<file path="src/rtl/wagg_pkg.sv">
package wagg_pkg;
  localparam int ADDR_W = 16;
  localparam int DATA_W = 32;

  typedef struct packed {
    logic [ADDR_W-1:0] addr;
    logic [DATA_W-1:0] data;
  } wentry_t;
endpackage

</file>
<file path="src/rtl/wagg_store.sv">
module wagg_store
  import wagg_pkg::*;
#(
  parameter  int DEPTH = 32,
  localparam int IDX_W = $clog2(DEPTH)
) (
  input  logic              clk,
  input  logic              wr_en,
  input  logic [IDX_W-1:0]  wr_idx,
  input  wentry_t           wr_ent,
  input  logic [DEPTH-1:0]  live,
  input  logic [ADDR_W-1:0] look_addr,
  output logic              hit,
  output logic [IDX_W-1:0]  hit_idx,
  output logic [DATA_W-1:0] hit_data,
  input  logic [IDX_W-1:0]  rd_idx,
  output wentry_t           rd_ent
);
  wentry_t          slot [DEPTH];
  logic [DEPTH-1:0] match;

  always_ff @(posedge clk) begin
    if (wr_en) slot[wr_idx] <= wr_ent;
  end

  for (genvar g = 0; g < DEPTH; g++) begin : g_cmp
    assign match[g] = live[g] && (slot[g].addr == look_addr);
  end

  // Highest matching index is the youngest entry.
  always_comb begin
    hit_idx = '0;
    for (int i = 0; i < DEPTH; i++) begin
      if (match[i]) hit_idx = IDX_W'(i);
    end
  end

  assign hit      = |match;
  assign hit_data = slot[hit_idx].data;
  assign rd_ent   = slot[rd_idx];
endmodule

</file>
<file path="src/rtl/wagg_ctrl.sv">
module wagg_ctrl #(
  parameter  int DEPTH = 32,
  localparam int IDX_W = $clog2(DEPTH),
  localparam int CNT_W = $clog2(DEPTH + 1)
) (
  input  logic             clk,
  input  logic             rst_n,
  input  logic             push,
  input  logic             pop,
  output logic [CNT_W-1:0] count,
  output logic [IDX_W-1:0] head,
  output logic             full,
  output logic [DEPTH-1:0] live
);
  logic [CNT_W-1:0] count_n;
  logic [IDX_W-1:0] head_n;
  logic             full_n;
  logic             ce;

  assign ce = push | pop;

  always_comb begin
    count_n = count;
    head_n  = head;
    full_n  = full;
    if (push) begin
      count_n = count + 1'b1;
      if (count_n == CNT_W'(DEPTH)) full_n = 1'b1;
    end else if (pop) begin
      if (head == IDX_W'(DEPTH - 1)) begin
        head_n  = '0;
        count_n = '0;
        full_n  = 1'b0;
      end else begin
        head_n = head + 1'b1;
      end
    end
  end

  always_ff @(posedge clk or negedge rst_n) begin
    if (!rst_n) begin
      count <= '0;
      head  <= '0;
      full  <= 1'b0;
    end else if (ce) begin
      count <= count_n;
      head  <= head_n;
      full  <= full_n;
    end
  end

  for (genvar g = 0; g < DEPTH; g++) begin : g_live
    assign live[g] = (IDX_W'(g) >= head) && (CNT_W'(g) < count);
  end
endmodule

</file>
<file path="src/rtl/wagg_buf.sv">
module wagg_buf
  import wagg_pkg::*;
#(
  parameter  int DEPTH = 32,
  localparam int IDX_W = $clog2(DEPTH),
  localparam int CNT_W = $clog2(DEPTH + 1)
) (
  input  logic              clk,
  input  logic              rst_n,
  input  logic              req_valid,
  input  logic              req_we,
  input  logic [ADDR_W-1:0] req_addr,
  input  logic [DATA_W-1:0] req_wdata,
  output logic              req_ready,
  input  logic              drain_en,
  output logic              full,
  output logic              cache_valid,
  output logic              cache_we,
  output logic [ADDR_W-1:0] cache_addr,
  output logic [DATA_W-1:0] cache_wdata,
  output logic              rsp_valid,
  output logic [DATA_W-1:0] rsp_data
);
  logic [CNT_W-1:0]  count;
  logic [IDX_W-1:0]  head;
  logic [DEPTH-1:0]  live;
  logic              hit;
  logic [IDX_W-1:0]  hit_idx;
  logic [DATA_W-1:0] hit_data;
  wentry_t           head_ent;

  logic rd_req, wr_req, push, pop, st_wr;
  logic [IDX_W-1:0] st_idx;

  logic              cv_n, cwe_n, rv_n, c_ce, r_ce;
  logic [ADDR_W-1:0] ca_n;
  logic [DATA_W-1:0] cd_n;

  assign req_ready = ~full;
  assign rd_req    = req_valid & ~req_we;
  assign wr_req    = req_valid & req_we & ~full;
  assign st_wr     = wr_req;
  assign push      = wr_req & ~hit;
  assign st_idx    = hit ? hit_idx : count[IDX_W-1:0];
  assign pop       = full & drain_en & ~rd_req;

  wagg_ctrl #(.DEPTH(DEPTH)) u_ctrl (
    .clk   (clk),
    .rst_n (rst_n),
    .push  (push),
    .pop   (pop),
    .count (count),
    .head  (head),
    .full  (full),
    .live  (live)
  );

  wagg_store #(.DEPTH(DEPTH)) u_store (
    .clk       (clk),
    .wr_en     (st_wr),
    .wr_idx    (st_idx),
    .wr_ent    ('{addr: req_addr, data: req_wdata}),
    .live      (live),
    .look_addr (req_addr),
    .hit       (hit),
    .hit_idx   (hit_idx),
    .hit_data  (hit_data),
    .rd_idx    (head),
    .rd_ent    (head_ent)
  );

  // Next state of the cache and response ports.
  always_comb begin
    cv_n  = (rd_req & ~hit) | pop;
    cwe_n = pop;
    ca_n  = pop ? head_ent.addr : req_addr;
    cd_n  = pop ? head_ent.data : '0;
    rv_n  = rd_req & hit;
    c_ce  = cv_n;
    r_ce  = rv_n;
  end

  always_ff @(posedge clk or negedge rst_n) begin
    if (!rst_n) begin
      cache_valid <= 1'b0;
      cache_we    <= 1'b0;
      rsp_valid   <= 1'b0;
    end else begin
      cache_valid <= cv_n;
      cache_we    <= cwe_n;
      rsp_valid   <= rv_n;
    end
  end

  always_ff @(posedge clk or negedge rst_n) begin
    if (!rst_n) begin
      cache_addr  <= '0;
      cache_wdata <= '0;
    end else if (c_ce) begin
      cache_addr  <= ca_n;
      cache_wdata <= cd_n;
    end
  end

  always_ff @(posedge clk or negedge rst_n) begin
    if (!rst_n) begin
      rsp_data <= '0;
    end else if (r_ce) begin
      rsp_data <= hit_data;
    end
  end
endmodule

</file>
<file path="config.mk">
export PLATFORM = sky130hd
export DESIGN_NAME = wagg_buf
export DESIGN_NICKNAME = d
export VERILOG_FILES = /design/src/rtl/wagg_pkg.sv /design/src/rtl/wagg_store.sv /design/src/rtl/wagg_ctrl.sv /design/src/rtl/wagg_buf.sv
export SDC_FILE = /design/constraint.sdc
export NUM_CORES = 2
export LEC_CHECK = 0
export ABC_AREA = 0
export BUFFER_PORTS_ARGS = -buffer_cell sky130_fd_sc_hd__clkbuf_2
export CAP_MARGIN = 20
export CORE_UTILIZATION = 50
export DETAILED_ROUTE_END_ITERATION = 8
export PLACE_DENSITY_LB_ADDON = 0.3
export SLEW_MARGIN = 15
export SYNTH_ARGS = -nofsm -noshare
export SYNTH_HDL_FRONTEND = slang
export SYNTH_SLANG_ARGS = --single-unit
</file>
<file path="constraint.sdc">
create_clock -name clk -period 9 [get_ports clk]
set_input_delay 2.25 -clock clk [delete_from_list [all_inputs] [get_ports clk]]
set_output_delay 2.25 -clock clk [all_outputs]
set_load 0.05 [all_outputs]
</file>
## Word-level counts from Yosys, hierarchy flattened

Memory sizes are Yosys's and may differ from the RTL's. A register that Yosys moved wholly into a read port is not among the register bits.
Index checks and enable logic that the tools add are counted.

| operators by class | value |
|---|---|
| multiplexer cells | 44 |
| add/sub/neg operators | 2 |
| div/mod/pow operators | 0 |
| order comparisons | 64 |
| reductions and logical operators | 71 |
| eq/ne operators | 35 |
| $mul | 0 |
| shift operators | 0 |
| bitwise logic cells | 15 |

Operator list:

| kind | number |
|---|---|
| 16-bit == test | 32 |
| 5-bit by 6-bit < comparator with 1-bit output, first input constant | 16 |
| 5-bit two-way mux | 18 |
| 5-bit >= comparator, first input constant | 16 |
| 1-bit logical AND | 64 |
| 4-bit by 6-bit < comparator with 1-bit output, first input constant | 8 |
| 4-bit by 5-bit >= comparator with 1-bit output, first input constant | 8 |
| 32-bit two-way mux | 1 |
| 4-bit two-way mux | 8 |
| 32-bit OR reduction | 1 |
| 3-bit by 6-bit < comparator with 1-bit output, first input constant | 4 |
| 3-bit by 5-bit >= comparator with 1-bit output, first input constant | 4 |
| 6-bit two-way mux | 3 |
| 16-bit two-way mux | 1 |
| 1-bit by 6-bit < comparator with 1-bit output, first input constant | 2 |
| 2-bit by 6-bit < comparator with 1-bit output, first input constant | 2 |
| 3-bit two-way mux | 4 |
| 1-bit by 5-bit >= comparator with 1-bit output, first input constant | 2 |
| 2-bit by 5-bit >= comparator with 1-bit output, first input constant | 2 |
| 1-bit AND | 8 |
| 1-bit two-way mux | 7 |
| 6-bit by 1-bit adder with 6-bit output, second input constant | 1 |
| 6-bit == test, second input constant | 1 |
| 3-bit AND reduction | 2 |
| other kinds (9) | 16 |

| storage, ports and cells | value |
|---|---|
| RAM bits | 1,536 |
| word-level logic and storage cells | 240 |
| memories | 1 |
| ROM bits | 0 |
| flip-flop bits (word level) | 63 |
| input bits | 53 |
| latch bits | 0 |
| output and inout bits | 85 |

Memory list:

| memory | words | bits a word | rd ports | clocked after memory_dff | wr ports | line | source |
|---|---|---|---|---|---|---|---|
| u_store.slot | 32 | 48 | 34 | 1 | 1 | wagg_store.sv:19 | `wentry_t slot [DEPTH];` |

## Logic depth before layout (Yosys ltp)

| logic depth | value |
|---|---|
| depth in word-level cells | 35 |
| mapped depth | 23 |

## Cells and area by module

Synthesis repeated with hierarchy kept, for this count alone.

| second synthesis, totals | value |
|---|---|
| cell total of the unflattened synthesis | 5,461 |
| area, all modules | 82,286.4 um^2 |

Modules (own cells, without submodules):

| module | sequential area each (um^2) | area each (um^2) | times used | cells each |
|---|---|---|---|---|
| wagg_store | 46,124.2 | 77,578.2 | 1 | 5,072 |
| wagg_buf | 2,077.0 | 3,358.2 | 1 | 210 |
| wagg_ctrl | 300.3 | 1,350.0 | 1 | 179 |

## Least setup slack after synthesis

OpenSTA, ideal clock, no wires.

| path | value |
|---|---|
| path type | input to register |
| start point | input req_addr[14] |
| end point | memory u_store.slot[16][0] in the netlist's numbering, enable pin |
| arrival | 7,316 ps |
| required time | 8,546 ps |
| path slack | 1,230 ps |
| cell stages on the path | 14 |
| buffers on the path | 4 |
| cell sequence | buf_4 xor2_1 or4_1 or4_1 nor4_2 nor4_1 o21ai_0 o21ai_2 buf_4 buf_2 buf_2 mux2i_1 nand2_1 nor2_1 |

| between the ends | value |
|---|---|
| longest elaborated chain between the ends | 34 |

RTL lines:

| what | line | source |
|---|---|---|
| start: declaration | wagg_buf.sv:12 | `input logic [ADDR_W-1:0] req_addr,` |
| 16-bit == test | wagg_store.sv:27 | `assign match[g] = live[g] && (slot[g].addr == look_addr);` |
| 1-bit logical AND | wagg_store.sv:27 |  |
| 1-bit two-way mux | wagg_store.sv:34 | `if (match[i]) hit_idx = IDX_W'(i);` |
| 2-bit two-way mux (2 in series) | wagg_store.sv:34 |  |
| 3-bit two-way mux (4 in series) | wagg_store.sv:34 |  |
| 4-bit two-way mux (8 in series) | wagg_store.sv:34 |  |
| 5-bit two-way mux (16 in series) | wagg_store.sv:34 |  |
| 5-bit two-way mux * | wagg_buf.sv:44 | `assign st_idx = hit ? hit_idx : count[IDX_W-1:0];` |
| end: declaration | wagg_store.sv:19 |  |

Mark *: on every way between the ends. The rest lies on a longest branch, timed or not.

## Worst setup path in the final report

| path | value |
|---|---|
| start point | input req_addr[1] |
| end point | register rsp_data[17], read port of u_store.slot |

| between the ends | value |
|---|---|
| longest elaborated chain between the ends | 33 |

RTL lines:

| what | line | source |
|---|---|---|
| 16-bit == test | wagg_store.sv:27 |  |
| 1-bit logical AND | wagg_store.sv:27 |  |
| 1-bit two-way mux | wagg_store.sv:34 |  |
| 2-bit two-way mux (2 in series) | wagg_store.sv:34 |  |
| 3-bit two-way mux (4 in series) | wagg_store.sv:34 |  |
| 4-bit two-way mux (8 in series) | wagg_store.sv:34 |  |
| 5-bit two-way mux (16 in series) | wagg_store.sv:34 |  |
| end: declaration | wagg_buf.sv:22 | `output logic [DATA_W-1:0] rsp_data` |

Several ways; a longest one is shown, not always the timed one.
A chain may end at the register's enable or synchronous reset.

==> results.md <==
* Status: finished clean
* Final min period at 7.38 ns
* Drt drc at 0
* Area share of the largest cell type after synthesis at 0.577
* Critical path, cell by cell: buf_4, buf_4, xor2_1, nor4_1, nand3_1, or3_1, nand2_1, a211oi_1, a2111oi_0, or3_1, o221ai_4, nand2b_2, buf_4, o221ai_1, a2111oi_0, a21oi_1
* Fin area at 0.0891 mm²
* Reg2Reg Setup Slack at 1.96 ns
* Post-Route Utilization at 0.562
* Commonest non-fill, non-tap cell in the layout: edfxtp_1
* PnR worst setup slack at 1.62 ns
* CP most frequent cell: buf_4
* Hold Path Origin: cache_wdata[23]
* CTS max path bufs at 3
* Core Rows at 146
* Post-CTS setup buffer count at 0
* Max Clock Freq at approximately 140 MHz
* Clock Sinks at 1631
* Mapped Nets at ~5600
* Hold Path Sink: cache_wdata[23]
* Pwr dens at 184 mW/mm²
* Hold Fails Final Rpt at 0
* Largest stage delay, worst path at around 0.96 ns
* CP max stage cell: a2111oi_0
* Worst slack, placed at about 1.2 ns
* Worst Setup End Kind: register
* Number of max-cap violations at 0
* Initial antenna violation count at 14
* Ys Warns at 0
* Routed via count at around 55000
* Hold_buf cts at 0
* Placed Area at 0.0834 mm²
* Final GP Congestion at 1.00
* Sequential share of the synthesized area at 0.607
* Origin of the critical flop-to-flop path: u_ctrl.head[0]
* Via density at 7.05
* Worst reg2reg path depth at 15
* Critical path class: input pin to register
* CP Launch Type: input pin
* Worst IR Drop VDD at just over 0.0002 V
* Number of synthesized flops with an enable pin at roughly 1500
* Largest fanout on the critical path at 30
* Number of DRC markers in iteration 0 at 8481
* Ys async rst share at 0.0582
* IO Pins at 138
* Pwr Total at ~16 mW
* GRT Overall Usage at 0.343
* CP arrival at 8.06 ns
* GRT overflow at 0
* Layout cell share with drive strength beyond 1 at 0.195
* Worst-Margin Slew at ~1.4 ns
* CP bufs+invs at 3
* Cell area after synthesis at roughly 0.080 mm²
* Die X at between 400 and 500 µm
* Post-cts gate resize count at 0
* Area Overhead vs Synth at 11.4%
* Distinct cell type count after synthesis at 87
* Fin crit share at 0.820
* Most frequent cells in the layout: 1536 x edfxtp_1, 441 x mux2i_1, 314 x nor2_1
* Port buffer count at 137
* Rel. slew slack at 0.0787
* # nets final at around 5700
* CTS H-Tree Depth at 4
* Primary FF master, synth: edfxtp_1
* Cts bufs inserted at 171
* Slew Viols, Final at 0
* Setup TNS at 0 ns
* Largest area contributor in the netlist: edfxtp_1
* Post-synthesis area per instance at between 10 and 15 µm²
* Top Family by Delay on Critical Path: simple AND/OR/NAND/NOR gates
* Top cells by area, synth: edfxtp_1 58%, mux4_2 7.0%, mux2i_1 5.5%, xor2_1 3.4%, mux2_2 3.0%
* WL final at between 200000 and 300000 µm
* Worst Skew at 0.0744 ns
* Min-Delay Path Depth at 2
* Die area at 0.161 mm²
* CTS tree: done
* Clk slew on worst S/H paths at about 0.060 ns
* #FFs+latches synth at 1631
* Post-DP HPWL at 172000 µm
* Post-Syn Instances at 5535
* Unrepaired setup endpoints after global routing: no
* Initial DRT Pass Iterations at 8
* Pleak at 30.8 nW
* Antenna Nets Post-Route at 0
* Worst EP required at 9.68 ns
* Hold Path Class: register to register
* Final setup vio count at 0
* Largest net degree at the start of global routing at 150
* Die height at 402 µm
* Detailed-route wire length per cell at roughly 36 µm
* Vias in the first global route at around 54000
* Root buffer cell: clkbuf_16
* Core box area at 0.159 mm²
* Clock latency on the worst-skew pair at 0.85 ns
* RR Endpoint: rsp_data[17]
* Starting Density at 0.504
* First-pass GRT wire length at 396000 µm
[power breakdown]
group	leakage (nW)	switching [mW]	internal [mW]	total [mW]
clock network	2.71	3.11	4.00	7.11
logic	13.0	0.602	0.209	0.811
registers	15.1	0.0659	8.41	8.47
total	30.8	3.77	12.6	16.4
[layer usage]
layer | share of wire | global-route usage | up-vias
met5 | 0.00048 | 0 | -
met3 | 0.12 | 0.0792 | 898
met4 | 0.058 | 0.174 | 20
li1 | - | - | 22300
met2 | 0.44 | 0.519 | 4248
met1 | 0.37 | 0.466 | 27900
[worst register-to-register path: cells and delay by family, from the launching register on]
family	cells	cell delay, ns
AND/OR/NAND/NOR	7	2.75
AO/OA/AOI/OAI	5	2.12
flip-flops	1	1.00
buffers and inverters	2	0.72
adder cells (fa/ha/maj)	1	0.30
[state kept, by name, indices dropped and copies added (netlist names)]
register and flops:
rsp_valid 1, u_ctrl.count 6, cache_valid 1, cache_wdata 32, rsp_data 32, u_ctrl.head 5, cache_we 1, u_store.slot 1536
u_ctrl.full 1, cache_addr 16
[stage by stage]
stage | instances | hold slack, ns
after floorplan | 5535 | 0.540
after global placement | 7534 | 0.463
after detailed placement | 7534 | 0.470
after CTS | 7853 | 0.483
after global routing | 7854 | 0.505
final | 7857 | 0.479
[cells by family (layout without fill, tap and decap cells)]
| group | count (synthesis) | in the layout | share of synthesized area |
|---|---|---|---|
| DFF | 1631 | 1631 | 0.607 |
| and+or+nand+nor | 1159 | 1159 | 0.0714 |
| muxes | 905 | 905 | 0.156 |
| AOI/OAI and AO/OA | 897 | 897 | 0.0830 |
| xor gates and xnor gates | 510 | 510 | 0.0559 |
| buffers and inverters | 427 | 674 | 0.0261 |
| adders and majority gates | 6 | 6 | 0.000939 |
| other | 0 | 3 | 0 |
[layout make-up]
cell class,count,area [µm²]
inverters,29,119
diodes,3,7.51
clock inverters,75,833
clock buffers,244,4760
fillers,12600,69500
flip-flops and latches,1631,48500
repair buffers,326,2510
well taps,2072,2590
multi-input cells,3477,29700
[Yosys cell counts (7+ instances only)]
cell type  instances
a2111oi_0         33
a211oi_1          15
a21oi_1           89
a221oi_1         182
a22oi_1          182
a31oi_1           10
and2_1            10
and3_1             7
and4_1             9
and4b_1            8
buf_1             42
buf_2             75
buf_4             66
buf_6             19
clkbuf_1         195
dfrtp_1           95
edfxtp_1        1536
inv_1             26
mux2_2           214
mux2i_1          441
mux4_2           250
nand2_1          297
nand2b_1          18
nand3_1           58
nand3b_1           8
nand4_1           81
nand4b_1          15
nor2_1           348
nor2b_1           14
nor3_1            69
nor4_1           132
nor4b_1           16
o21ai_0          113
o221ai_1          40
o22a_1            20
o22ai_1           94
o31ai_1            8
o32a_1            23
o32ai_1           32
or2_2             11
or3_1             13
or4_1             22
xnor2_1          197
xor2_1           313
[worst max-delay path by stage]
stage	startpoint	end	depth (start not counted)	slack, ns
after floorplan	req_addr[14]	u_store.slot[16][0]	14	1.23
after global placement	req_addr[2]	rsp_data[6]	16	1.17
after global routing	req_addr[5]	rsp_data[12]	17	1.68
final	req_addr[1]	rsp_data[17]	16	1.62
after detailed placement	req_addr[2]	rsp_data[6]	16	1.16
after CTS	req_addr[2]	rsp_data[17]	16	1.91
Note: power is estimated with default switching activity, not from simulation.
